## src/rtl/tmr16_pkg.sv

```systemverilog
// Package: shared constants for the 16-bit timer.
// Assumes the register select is two bits wide and the control word holds
// six writable bits with the overflow flag shown in bit 6.
package tmr16_pkg;
    localparam logic [1:0] SEL_CNT  = 2'd0;
    localparam logic [1:0] SEL_A    = 2'd1;
    localparam logic [1:0] SEL_B    = 2'd2;
    localparam logic [1:0] SEL_CTRL = 2'd3;

    typedef enum logic [1:0] {
        MODE_STOP  = 2'b00,
        MODE_FREE  = 2'b01,
        MODE_MATCH = 2'b10,
        MODE_TRIG  = 2'b11
    } run_mode_e;

    localparam int CTRL_W      = 6;
    localparam int CTRL_CAP0   = 4;
    localparam int CTRL_OVF    = 6;
    localparam int SLOT_COUNT  = 2;
endpackage

```

## src/rtl/tmr16_trig_edge.sv

```systemverilog
// Module: trigger edge qualifier.
// Registers the trigger level once and flags a valid edge whenever the
// input differs from its last value in the direction(s) picked by edge_sel.
// Assumes trig_in is already synchronous to clk.
module tmr16_trig_edge (
    input  logic       clk,
    input  logic       rst_n,
    input  logic       trig_in,
    input  logic [1:0] edge_sel,
    output logic       edge_ok
);
    logic trig_q;
    logic rise;
    logic fall;

    // Remember the previous trigger level.
    always_ff @(posedge clk) begin
        if (!rst_n) trig_q <= 1'b0;
        else        trig_q <= trig_in;
    end

    // Decide whether the current change is a selected edge.
    always_comb begin
        rise    = trig_in & ~trig_q;
        fall    = ~trig_in & trig_q;
        edge_ok = (edge_sel[0] & rise) | (edge_sel[1] & fall);
    end

    AST_EDGE_NEEDS_CHANGE: assert property (@(posedge clk) disable iff (!rst_n)
        edge_ok |-> (trig_in != trig_q));
endmodule

```

## src/rtl/tmr16_ccr_slot.sv

```systemverilog
// Module: one capture/compare slot.
// Holds a value that software may write. When capture is enabled, a valid
// trigger edge copies the live counter value in and overrides the write.
module tmr16_ccr_slot #(
    parameter int CW = 16
) (
    input  logic          clk,
    input  logic          rst_n,
    input  logic          cap_en,
    input  logic          edge_ok,
    input  logic [CW-1:0] cnt_val,
    input  logic          wr_en,
    input  logic [CW-1:0] wdata,
    output logic          cap_fire,
    output logic [CW-1:0] val_q
);
    // Capture fires only in capture mode on a qualified edge.
    always_comb cap_fire = cap_en & edge_ok;

    // Update the slot: capture first, then software write.
    always_ff @(posedge clk) begin
        if (!rst_n)        val_q <= '0;
        else if (cap_fire) val_q <= cnt_val;
        else if (wr_en)    val_q <= wdata;
    end

    AST_CAP_LATCH: assert property (@(posedge clk) disable iff (!rst_n)
        cap_fire |=> (val_q == $past(cnt_val)));
endmodule

```

## src/rtl/tmr16_counter.sv

```systemverilog
// Module: counter with sticky overflow flag.
// Priority per cycle: software load, trigger restart, count step. A count
// step at all-ones wraps to zero and sets the flag. A clear request arriving
// after a wrap and before the next step is dropped.
module tmr16_counter #(
    parameter int CW = 16
) (
    input  logic          clk,
    input  logic          rst_n,
    input  logic          run,
    input  logic          cnt_en,
    input  logic          load,
    input  logic [CW-1:0] load_val,
    input  logic          trig_clr,
    input  logic          match_clr,
    input  logic          ovf_clr_req,
    output logic [CW-1:0] cnt_q,
    output logic          ovf_q
);
    logic step;
    logic at_top;
    logic wrap;
    logic fresh_q;

    // Derive the count step and the wrap event.
    always_comb begin
        step   = run & cnt_en & ~load & ~trig_clr;
        at_top = (cnt_q == {CW{1'b1}});
        wrap   = step & at_top;
    end

    // Advance, restart or load the counter.
    always_ff @(posedge clk) begin
        if (!rst_n)        cnt_q <= '0;
        else if (load)     cnt_q <= load_val;
        else if (trig_clr) cnt_q <= '0;
        else if (step)     cnt_q <= match_clr ? '0 : cnt_q + 1'b1;
    end

    // Mark the span from a wrap up to the next counter change.
    always_ff @(posedge clk) begin
        if (!rst_n)                          fresh_q <= 1'b0;
        else if (wrap)                       fresh_q <= 1'b1;
        else if (step | trig_clr | load)     fresh_q <= 1'b0;
    end

    // Sticky overflow flag with the guarded clear.
    always_ff @(posedge clk) begin
        if (!rst_n)                         ovf_q <= 1'b0;
        else if (wrap)                      ovf_q <= 1'b1;
        else if (ovf_clr_req & ~fresh_q)    ovf_q <= 1'b0;
    end

    AST_OVF_ON_WRAP: assert property (@(posedge clk) disable iff (!rst_n)
        wrap |=> (ovf_q && cnt_q == '0));
    AST_EARLY_CLR_IGNORED: assert property (@(posedge clk) disable iff (!rst_n)
        (fresh_q && ovf_clr_req) |=> ovf_q);
    AST_STEP_INC: assert property (@(posedge clk) disable iff (!rst_n)
        (step && !match_clr && !at_top) |=> (cnt_q == CW'($past(cnt_q) + 1'b1)));
    AST_HOLD_IDLE: assert property (@(posedge clk) disable iff (!rst_n)
        (!(run && cnt_en) && !load && !trig_clr) |=> $stable(cnt_q));
endmodule

```

## src/rtl/tmr16_core.sv

```systemverilog
// Module: 16-bit timer/event counter top.
// Ties the control register, trigger qualifier, counter and two slots
// together and provides the register port, match interrupt and warnings.
// Assumes all inputs are synchronous to clk; reg_rdata is combinational.
module tmr16_core
    import tmr16_pkg::*;
#(
    parameter int          CW       = 16,
    parameter logic [15:0] BAD_READ = 16'hFFFF
) (
    input  logic          clk,
    input  logic          rst_n,
    input  logic          cnt_en,
    input  logic          trig_in,
    input  logic [1:0]    reg_sel,
    input  logic          reg_wr,
    input  logic          reg_rd,
    input  logic [CW-1:0] reg_wdata,
    output logic [CW-1:0] reg_rdata,
    output logic          rd_bad,
    output logic          match_irq,
    output logic          ovf_flag,
    output logic          wr_conflict
);
    localparam int PAD_W = CW - CTRL_W - 1;

    logic [CTRL_W-1:0]  ctrl_q;
    run_mode_e          mode;
    logic               run;
    logic               edge_ok;
    logic [CW-1:0]      cnt_val;
    logic [CW-1:0]      slot_val  [SLOT_COUNT];
    logic [SLOT_COUNT-1:0] slot_cap;
    logic               match_raw;
    logic               conflict;
    logic               hit;
    logic               trig_clr;
    logic               cnt_load;
    logic               clr_req;

    // Decode mode and the register-port strobes.
    always_comb begin
        mode      = run_mode_e'(ctrl_q[1:0]);
        run       = (mode != MODE_STOP);
        cnt_load  = reg_wr & (reg_sel == SEL_CNT);
        clr_req   = reg_wr & (reg_sel == SEL_CTRL) & ~reg_wdata[CTRL_OVF];
        trig_clr  = (mode == MODE_TRIG) & edge_ok;
        match_raw = run & cnt_en & ~ctrl_q[CTRL_CAP0] & (cnt_val == slot_val[0]);
        conflict  = match_raw & reg_wr & (reg_sel == SEL_A);
        hit       = match_raw & ~conflict;
    end

    // Control register holds mode, edge select and capture enables.
    always_ff @(posedge clk) begin
        if (!rst_n)                             ctrl_q <= '0;
        else if (reg_wr && reg_sel == SEL_CTRL) ctrl_q <= reg_wdata[CTRL_W-1:0];
    end

    // Register the match interrupt and the write-conflict warning.
    always_ff @(posedge clk) begin
        if (!rst_n) begin
            match_irq   <= 1'b0;
            wr_conflict <= 1'b0;
        end else begin
            match_irq   <= hit;
            wr_conflict <= conflict;
        end
    end

    tmr16_trig_edge u_edge (
        .clk      (clk),
        .rst_n    (rst_n),
        .trig_in  (trig_in),
        .edge_sel (ctrl_q[3:2]),
        .edge_ok  (edge_ok)
    );

    tmr16_counter #(.CW(CW)) u_cnt (
        .clk         (clk),
        .rst_n       (rst_n),
        .run         (run),
        .cnt_en      (cnt_en),
        .load        (cnt_load),
        .load_val    (reg_wdata),
        .trig_clr    (trig_clr),
        .match_clr   ((mode == MODE_MATCH) & hit),
        .ovf_clr_req (clr_req),
        .cnt_q       (cnt_val),
        .ovf_q       (ovf_flag)
    );

    // One slot per capture/compare register; slot i listens to bit CAP0+i.
    for (genvar i = 0; i < SLOT_COUNT; i++) begin : g_slot
        tmr16_ccr_slot #(.CW(CW)) u_slot (
            .clk      (clk),
            .rst_n    (rst_n),
            .cap_en   (ctrl_q[CTRL_CAP0+i]),
            .edge_ok  (edge_ok),
            .cnt_val  (cnt_val),
            .wr_en    (reg_wr && reg_sel == 2'(i + 1)),
            .wdata    (reg_wdata),
            .cap_fire (slot_cap[i]),
            .val_q    (slot_val[i])
        );
    end

    // Read multiplexer with capture-collision marking.
    always_comb begin
        rd_bad = reg_rd & (((reg_sel == SEL_A) & slot_cap[0]) |
                           ((reg_sel == SEL_B) & slot_cap[1]));
        unique case (reg_sel)
            SEL_CNT: reg_rdata = cnt_val;
            SEL_A:   reg_rdata = slot_val[0];
            SEL_B:   reg_rdata = slot_val[1];
            default: reg_rdata = {{PAD_W{1'b0}}, ovf_flag, ctrl_q};
        endcase
        if (rd_bad) reg_rdata = BAD_READ[CW-1:0];
    end

    AST_CONFLICT_MUTE: assert property (@(posedge clk) disable iff (!rst_n)
        wr_conflict |-> !match_irq);
    AST_MATCH_RESTART: assert property (@(posedge clk) disable iff (!rst_n)
        (mode == MODE_MATCH && hit && !cnt_load) |=> (cnt_val == '0 && match_irq));
    AST_TRIG_RESTART: assert property (@(posedge clk) disable iff (!rst_n)
        (trig_clr && !cnt_load) |=> (cnt_val == '0));
    AST_STOP_HOLDS: assert property (@(posedge clk) disable iff (!rst_n)
        (mode == MODE_STOP && !cnt_load) |=> $stable(cnt_val));
    AST_RD_FLAG: assert property (@(posedge clk) disable iff (!rst_n)
        rd_bad |-> (reg_rdata == BAD_READ[CW-1:0]));
endmodule

```

## config.mk

```make
export PLATFORM = sky130hd
export DESIGN_NAME = tmr16_core
export DESIGN_NICKNAME = d
export VERILOG_FILES = /design/src/rtl/tmr16_pkg.sv /design/src/rtl/tmr16_trig_edge.sv /design/src/rtl/tmr16_ccr_slot.sv /design/src/rtl/tmr16_counter.sv /design/src/rtl/tmr16_core.sv
export SDC_FILE = /design/constraint.sdc
export NUM_CORES = 1
export LEC_CHECK = 0
export BUFFER_PORTS_ARGS = -buffer_cell sky130_fd_sc_hd__clkbuf_2
export CAP_MARGIN = 20
export CORE_MARGIN = 2
export CORE_UTILIZATION = 50
export CTS_CLUSTER_SIZE = 28
export DETAILED_ROUTE_END_ITERATION = 10
export MAX_ROUTING_LAYER = met4
export PLACE_DENSITY = 0.83
export SYNTH_ARGS = -nofsm -noshare
export SYNTH_HDL_FRONTEND = slang
export SYNTH_HIERARCHICAL = 1
export SYNTH_SLANG_ARGS = --single-unit
```

## constraint.sdc

```tcl
create_clock -name clk -period 2.2 [get_ports clk]
set_input_delay 0.44 -clock clk [delete_from_list [all_inputs] [get_ports clk]]
set_output_delay 0.44 -clock clk [all_outputs]
set_load 0.01 [all_outputs]
```

==> flow_metrics.py, run 1 <==
metrics = {
    "setup_path": {
        "reg2regPathDepth": 9,
        "critical_path_class": "reg2out",
        "crit_path_start_kind": "flip-flop",
        "endpoint_kind": "output pin",
        "worst_ep_arrival_time_ns": 1.83,
        "cp.required_ns": 1.76,
        "worstPathMaxFanout": 8,
    },
    "drt": {
        "drt_iter0_drc": 602,
        "routed-via-count": 3906,
        "drc": 0,
        "ant_nets": 0,
        "vias_per_cell": 6.68,
        "drt_wl_total_um": 12700,
        "drt-pass1-iter-count": 6,
        "wl_per_cell_um": 21.7,
    },
    "die": {
        "row_count": 32,
        "initial_utilization_pct": 51.6,
        "die_h_um": 93.1,
        "ioPinCount": 44,
        "coreArea_mm2": 0.00769,
        "die_w_um": 93.1,
        "dieArea_mm2": 0.00866,
    },
    "yosys": {
        "syn_area_mm2": 0.00397,
        "post_synth_num_cell_types": 62,
        "avgSynthCellArea_um2": 9.91,
        "ys_ff_latch": 59,
        "ys.flop_type": "dfxtp_1",
        "synthesis.nets": 425,
        "synthTopCellsByArea": "dfxtp_1 30%, o211a_1 8.1%, mux2_4 7.6%, nand3b_1 6.2%, mux2i_1 5.0%",
        "synth_edf_count": 0,
        "ys_warn_count": 6,
        "ys_seq_area_share_pct": 29.8,
        "postSynth.asyncResetShare_pct": 0,
        "yosysTopAreaCell": "dfxtp_1",
        "yosysTopAreaCellShare_pct": 29.8,
        "syn_inst": 400,
    },
    "grt": {
        "grt_overflow_total": 0,
        "antenna_found_initial": 0,
        "grt_usage_pct": 29.9,
        "grt_pass1_vias": 3531,
        "grt_pass1_wl_um": 19400,
        "grt_start_max_net_pins": 30,
    },
    "pwr": {
        "pwr_density_cell_mw_per_mm2": 563,
        "swShare_pct": 29.0,
        "cellLeakagePower_nw": 2.32,
        "comb_power_share_pct": 19.2,
        "power_frac_seq_pct": 42.9,
        "p_sw_uw": 778,
        "pwr-share-clk_pct": 37.9,
        "ir_worst_vdd_v": 0.000248,
        "p_int_mw": 1.90,
    },
    "clocking": {
        "cts_made_buffers": 9,
        "clockBufferDepth": 2,
        "cts-root-buf": "clkbuf_8",
        "clkLatencyLatePin_ns": 0.35,
        "htree_levels": 3,
        "cts_tree": "built",
        "cts_num_sinks": 59,
        "cts.clk_slew.worst_paths_ns": 0.07,
    },
    "finish": {
        "layout-drive-gt1-share_pct": 36.9,
        "area_delta_synth_final_pct": 20.2,
        "fin_cells": 585,
        "nNetsFinal": 503,
        "n_antenna_cell": 0,
    },
    "sta": {
        "relSlewSlack_pct": 60.7,
        "fin_tns_setup_ns": -0.594,
        "slew_violations": 0,
        "fin_ws_ns": -0.0679,
        "rsz0062_at_grt": "true",
        "period_minus_slack_ns": 2.27,
        "worst_slew_pin_slew_ns": 0.588,
        "finalHoldViolCount": 0,
        "skew_ns": 0.00831,
        "max_freq_mhz": 441,
        "setup_viol": 17,
        "fin_crit_sh_pct": 103,
    },
    "min_path": {
        "min_path_cells": 2,
        "hold_path.class": "in2reg",
    },
    "placement": {
        "hpwlAfterDp_um": 8400,
        "place_congestion": 0.944,
        "port_buffers": 43,
        "dp.cells": 563,
    },
    "outcome": {
        "violations": "negative setup slack",
        "status": "finished, violations left",
    },
    "flow_run": {
        "max_cap_viol_count": 0,
    },
}
## per-stage QoR
stage | instance area [um^2] | total power [mW] | setup slack [ns] | utilization, % | hold WS [ns]
finish | 4770 | 2.68 | -0.0679 | 62.0 | 0.373
global route | 4770 | 2.75 | -0.169 | 62.0 | 0.376
CTS | 4720 | 2.64 | -0.0444 | 61.4 | 0.356
detailed placement | 4460 | 1.65 | -0.0337 | 58.0 | 0.444
global placement | 4460 | 1.64 | 0.0447 | 58.0 | 0.437
floorplan | 3980 | 1.47 | -0.00949 | - | 0.429
## power by group through the flow
| stage | combinational, mW | clock (mW) | sequential, mW |
|---|---|---|---|
| after CTS | 0.492 | 1.00 | 1.15 |
| after floorplan | 0.294 | 0 | 1.18 |
| after global placement | 0.469 | 0 | 1.17 |
| final | 0.514 | 1.02 | 1.15 |
| after global routing | 0.545 | 1.05 | 1.15 |
| after detailed placement | 0.484 | 0 | 1.17 |
## Yosys cell counts (2+ instances only)
master,instances
a32o_1,3
nand2b_1,2
nand3_1,8
mux2_4,20
a22oi_1,6
nor3_1,7
or3_1,2
buf_2,6
nor2_1,12
o22ai_1,5
nand2_1,29
a21oi_1,10
nand4_1,5
o211a_1,32
mux2i_1,20
a31oi_1,2
nor4_2,3
or2_1,8
nor4_1,5
o211ai_1,11
mux4_2,6
xnor2_1,5
clkbuf_1,8
o21ai_0,11
xor2_1,11
and2_1,3
nand3b_1,33
buf_12,2
dfxtp_1,59
inv_1,6
nor2b_1,7
mux2_2,12
buf_6,12
## layout by cell type, fill, tap and decap left out, types with 12 or more instances in the layout
master | synthesis | final
o211a_1 | 32 | 32
nand2_1 | 29 | 27
clkbuf_2 | 1 | 32
mux2_4 | 20 | 20
buf_4 | 1 | 52
dfxtp_1 | 59 | 54
mux2_2 | 12 | 12
nand3b_1 | 33 | 33
mux2i_1 | 20 | 20
## flip-flops by register name (all words and copies together), names as in the netlist
name	cells
ctrl_q	6
g_slot.u_slot/val_q	32
match_irq	1
u_cnt/cnt_q	16
u_cnt/fresh_q	1
u_cnt/ovf_q	1
u_edge/trig_q	1
wr_conflict	1
## area by class of cell
type / instances / area, um^2
clock buffers: 11 / 141
clock inverters: 5 / 52.6
fillers: 627 / 2920
inverters: 7 / 31.3
multi-input cells: 304 / 2580
flip-flops and latches: 59 / 1190
well taps: 102 / 128
repair buffers: 97 / 646
## metal layers
layer	up-vias	track usage [%]	share of wire, %
li1	1669	-	-
met1	1829	41.1	41
met2	335	45.3	45
met3	73	3.95	11
met4	0	11.2	4.1
met5	-	-	0
## worst max-delay path: stages, from the launching register on
cell,delay (ns)
dfxtp_1,0.56
and2_1,0.28
o2bb2ai_4,0.17
nand2_4,0.13
inv_6,0.11
or2_1,0.10
buf_2,0.13
## logic make-up after synthesis
kind of cell,count (synthesis),synth area share (%)
compound gates,91,18.4
flops,59,29.8
buf+inv,38,7.01
xor+xnor,16,3.53
mux,59,20.1
fa+ha+maj,1,0.316
simple gates,136,20.8
## repair_timing
item                                    4_1_cts  5_1_grt
endpoints found under the setup margin       17       27
hold endpoints to repair                      0        0
pin swaps                                     8        3
resized for setup                            10       17
gates cloned                                  1        0
buffers inserted                              3        2
hold buffers                                  0        0
## path summary, 6_finish.rpt
kind | from | end | slack (ns)
setup / recovery | ctrl_q[5] | reg_rdata[2] | -0.07
setup reg to reg | g_slot[0].u_slot/val_q[5] | u_cnt/cnt_q[2] | -0.07
hold / removal | trig_in | u_edge/trig_q | 0.37
hold reg to reg | u_cnt/fresh_q | u_cnt/fresh_q | 0.45
Power figures use the tool's default switching activity.
==> run 2: changes to the inputs <==
--- a/config.mk
+++ b/config.mk
@@ -7,13 +7,15 @@
 export LEC_CHECK = 0
 export BUFFER_PORTS_ARGS = -buffer_cell sky130_fd_sc_hd__clkbuf_2
 export CAP_MARGIN = 20
+export CELL_PAD_IN_SITES_DETAIL_PLACEMENT = 1
+export CELL_PAD_IN_SITES_GLOBAL_PLACEMENT = 2
 export CORE_MARGIN = 2
-export CORE_UTILIZATION = 50
+export CORE_UTILIZATION = 32
 export CTS_CLUSTER_SIZE = 28
 export DETAILED_ROUTE_END_ITERATION = 10
 export MAX_ROUTING_LAYER = met4
-export PLACE_DENSITY = 0.83
+export PLACE_DENSITY = 0.88
+export REMOVE_ABC_BUFFERS = 1
 export SYNTH_ARGS = -nofsm -noshare
 export SYNTH_HDL_FRONTEND = slang
-export SYNTH_HIERARCHICAL = 1
 export SYNTH_SLANG_ARGS = --single-unit
==> flow_metrics.py, run 2 <==
metrics = {
    "sta": {
        "setup_viol": 2,
        "fin_tns_setup_ns": -0.00160,
        "slew_violations": 0,
        "relSlewSlack_pct": 59.2,
        "period_minus_slack_ns": 2.20,
        "skew_ns": 0.0116,
        "fin_ws_ns": -0.00123,
        "max_freq_mhz": 454,
        "finalHoldViolCount": 0,
        "rsz0062_at_grt": "true",
        "worst_slew_pin_slew_ns": 0.612,
        "fin_crit_sh_pct": 100,
    },
    "clocking": {
        "cts_made_buffers": 9,
        "clkLatencyLatePin_ns": 0.36,
        "cts-root-buf": "clkbuf_8",
        "clockBufferDepth": 2,
        "htree_levels": 3,
        "cts_num_sinks": 59,
        "cts_tree": "built",
        "holdBufCountCts": 0,
        "cts.clk_slew.worst_paths_ns": 0.06,
    },
    "yosys": {
        "synth_edf_count": 0,
        "synthTopCellsByCount": "59 x dfxtp_1, 47 x nor2_1, 40 x nand2_1",
        "yosysTopAreaCell": "dfxtp_1",
        "avgSynthCellArea_um2": 8.44,
        "postSynth.asyncResetShare_pct": 0,
        "ys_ff_latch": 59,
        "post_synth_num_cell_types": 53,
        "syn_area_mm2": 0.00359,
        "synthTopCellsByArea": "dfxtp_1 33%, mux2i_1 8.6%, nor2_1 4.9%, nand3_1 4.6%, mux4_2 4.4%",
        "ys_seq_area_share_pct": 32.9,
        "ys.flop_type": "dfxtp_1",
        "ys_warn_count": 0,
        "yosysMostFrequentCell": "dfxtp_1",
        "syn_inst": 426,
        "yosysTopAreaCellShare_pct": 32.9,
    },
    "placement": {
        "place_congestion": 0.885,
        "dp.cells": 603,
        "dpl_cell_area_mm2": 0.00408,
        "hpwlAfterDp_um": 8560,
        "preCtsSetupSlack_ns": -0.0573,
        "port_buffers": 43,
    },
    "finish": {
        "area_delta_synth_final_pct": 22.0,
        "nNetsFinal": 502,
        "stdcell_area_mm2": 0.00439,
        "final_common_cell": "dfxtp_1",
        "max_flop_register": "g_slot.u_slot.val_q",
        "final_cell_mix": "52 x dfxtp_1, 47 x nor2_1, 38 x buf_4, 36 x nand2_1, 35 x clkbuf_2",
        "layout-drive-gt1-share_pct": 30.8,
        "largest_registers": "g_slot.u_slot.val_q (32), u_cnt.cnt_q (16), ctrl_q (6)",
        "utilization_pct": 40.3,
        "largest_reg_flops": 32,
        "n_antenna_cell": 0,
        "fin_cells": 620,
    },
    "grt": {
        "grt_pass1_vias": 3647,
        "grt_start_max_net_pins": 33,
        "antenna_found_initial": 0,
        "grt_overflow_total": 0,
        "grt_pass1_wl_um": 19600,
        "grt_usage_pct": 22.1,
    },
    "pwr": {
        "ir_worst_vdd_v": 0.000306,
        "pwr_density_cell_mw_per_mm2": 616,
        "cellLeakagePower_nw": 1.83,
    },
    "drt": {
        "drt-pass1-iter-count": 4,
        "ant_nets": 0,
        "routed-via-count": 3479,
        "vias_per_cell": 5.61,
        "drc": 0,
        "drt_wl_total_um": 12300,
        "drt_iter0_drc": 154,
        "wl_per_cell_um": 19.9,
    },
    "setup_path": {
        "slowest_delay_ns": 0.33,
        "cp_common_cell": "nand2_2",
        "cp.required_ns": 1.76,
        "worst_ep_arrival_time_ns": 1.76,
        "endpoint_kind": "output pin",
        "cpMaxStageDelayCell": "dfxtp_2",
        "critical_path.cell_chain": "nand3b_1, o21ai_4, nand2_2, o22ai_2, nand2_2, clkinv_4, or2_2, clkbuf_2",
        "cpLargestDelayFamily": "simple AND/OR/NAND/NOR gates",
        "cp_num_buf_inv": 2,
        "worstPathMaxFanout": 8,
        "critical_path_class": "reg2out",
        "crit_path_start_kind": "flip-flop",
    },
    "die": {
        "ioPinCount": 44,
        "die_h_um": 110,
        "dieArea_mm2": 0.0121,
        "initial_utilization_pct": 33.0,
        "die_w_um": 110,
        "row_count": 38,
        "coreArea_mm2": 0.0109,
    },
    "min_path": {
        "hold_path.class": "in2reg",
    },
    "flow_run": {
        "max_cap_viol_count": 0,
    },
    "outcome": {
        "violations": "negative setup slack",
        "status": "finished, violations left",
    },
}
-- run 2: area by class of cell --
class / count / area [um^2]
flip-flops and latches: 59 / 1190
clock inverters: 3 / 40.0
well taps: 140 / 175
clock buffers: 11 / 141
multi-input cells: 314 / 2240
repair buffers: 85 / 563
inverters: 8 / 35.0
fillers: 1302 / 6500
-- run 2: repair_timing --
action | CTS | global route
gates cloned | 0 | 1
gates resized for setup | 3 | 37
pin swaps | 1 | 8
buffers inserted | 1 | 1
endpoints found under the setup margin | 20 | 25
-- run 2: worst paths after layout --
| kind | startpoint | endpoint | slack, ns | cells past startpoint |
|---|---|---|---|---|
| worst min-delay path | trig_in | u_edge.trig_q | 0.34 | 2 |
| worst max register to register | u_cnt.cnt_q[0] | u_cnt.ovf_q | 0.12 | 7 |
| worst max-delay path | u_edge.trig_q | reg_rdata[1] | -0.001 | 8 |
| worst min register to register | u_cnt.fresh_q | u_cnt.fresh_q | 0.46 | 2 |
-- run 2: per-stage QoR --
stage	hold slack, ns	power [mW]
2_1_floorplan	0.436	1.46
4_1_cts	0.331	2.68
6_report	0.338	2.70
5_1_grt	0.367	2.81
3_3_place_gp	0.446	1.68
3_5_place_dp	0.450	1.70
-- run 2: cells by family (layout without fill, tap and decap cells) --
kind of cell | count (synthesis) | after routing | share of synthesized area, %
multiplexers | 38 | 38 | 13.0
buffers and inverters | 53 | 107 | 7.14
flip-flops | 59 | 59 | 32.9
adder cells (fa/ha/maj) | 1 | 1 | 0.348
AND/OR/NAND/NOR | 168 | 168 | 23.3
AO/OA/AOI/OAI | 94 | 94 | 20.2
XOR/XNOR | 13 | 13 | 3.17
-- run 2: layer usage --
metal	track usage (%)	vias to the layer above	routed length [um]
met2	35.1	73	5980
met3	2.70	25	522
met4	11.9	0	429
li1	-	1667	-
met1	27.4	1714	5390
met5	-	-	0
-- run 2: report_power, final --
part | leakage, nW | switching [mW] | internal (mW)
Combinational | 1.25 | 0.292 | 0.233
Clock | 0.0950 | 0.453 | 0.538
Sequential | 0.484 | 0.0633 | 1.12
Total | 1.83 | 0.808 | 1.89
-- run 2: worst register-to-register path, stage by stage (launching register included) --
cell and delay [ns]:
dfxtp_2 0.39, ha_2 0.24, and3_1 0.23, nand3_2 0.12, nor3_2 0.23, nand3_1 0.15
or4_4 0.51, a21oi_1 0.15
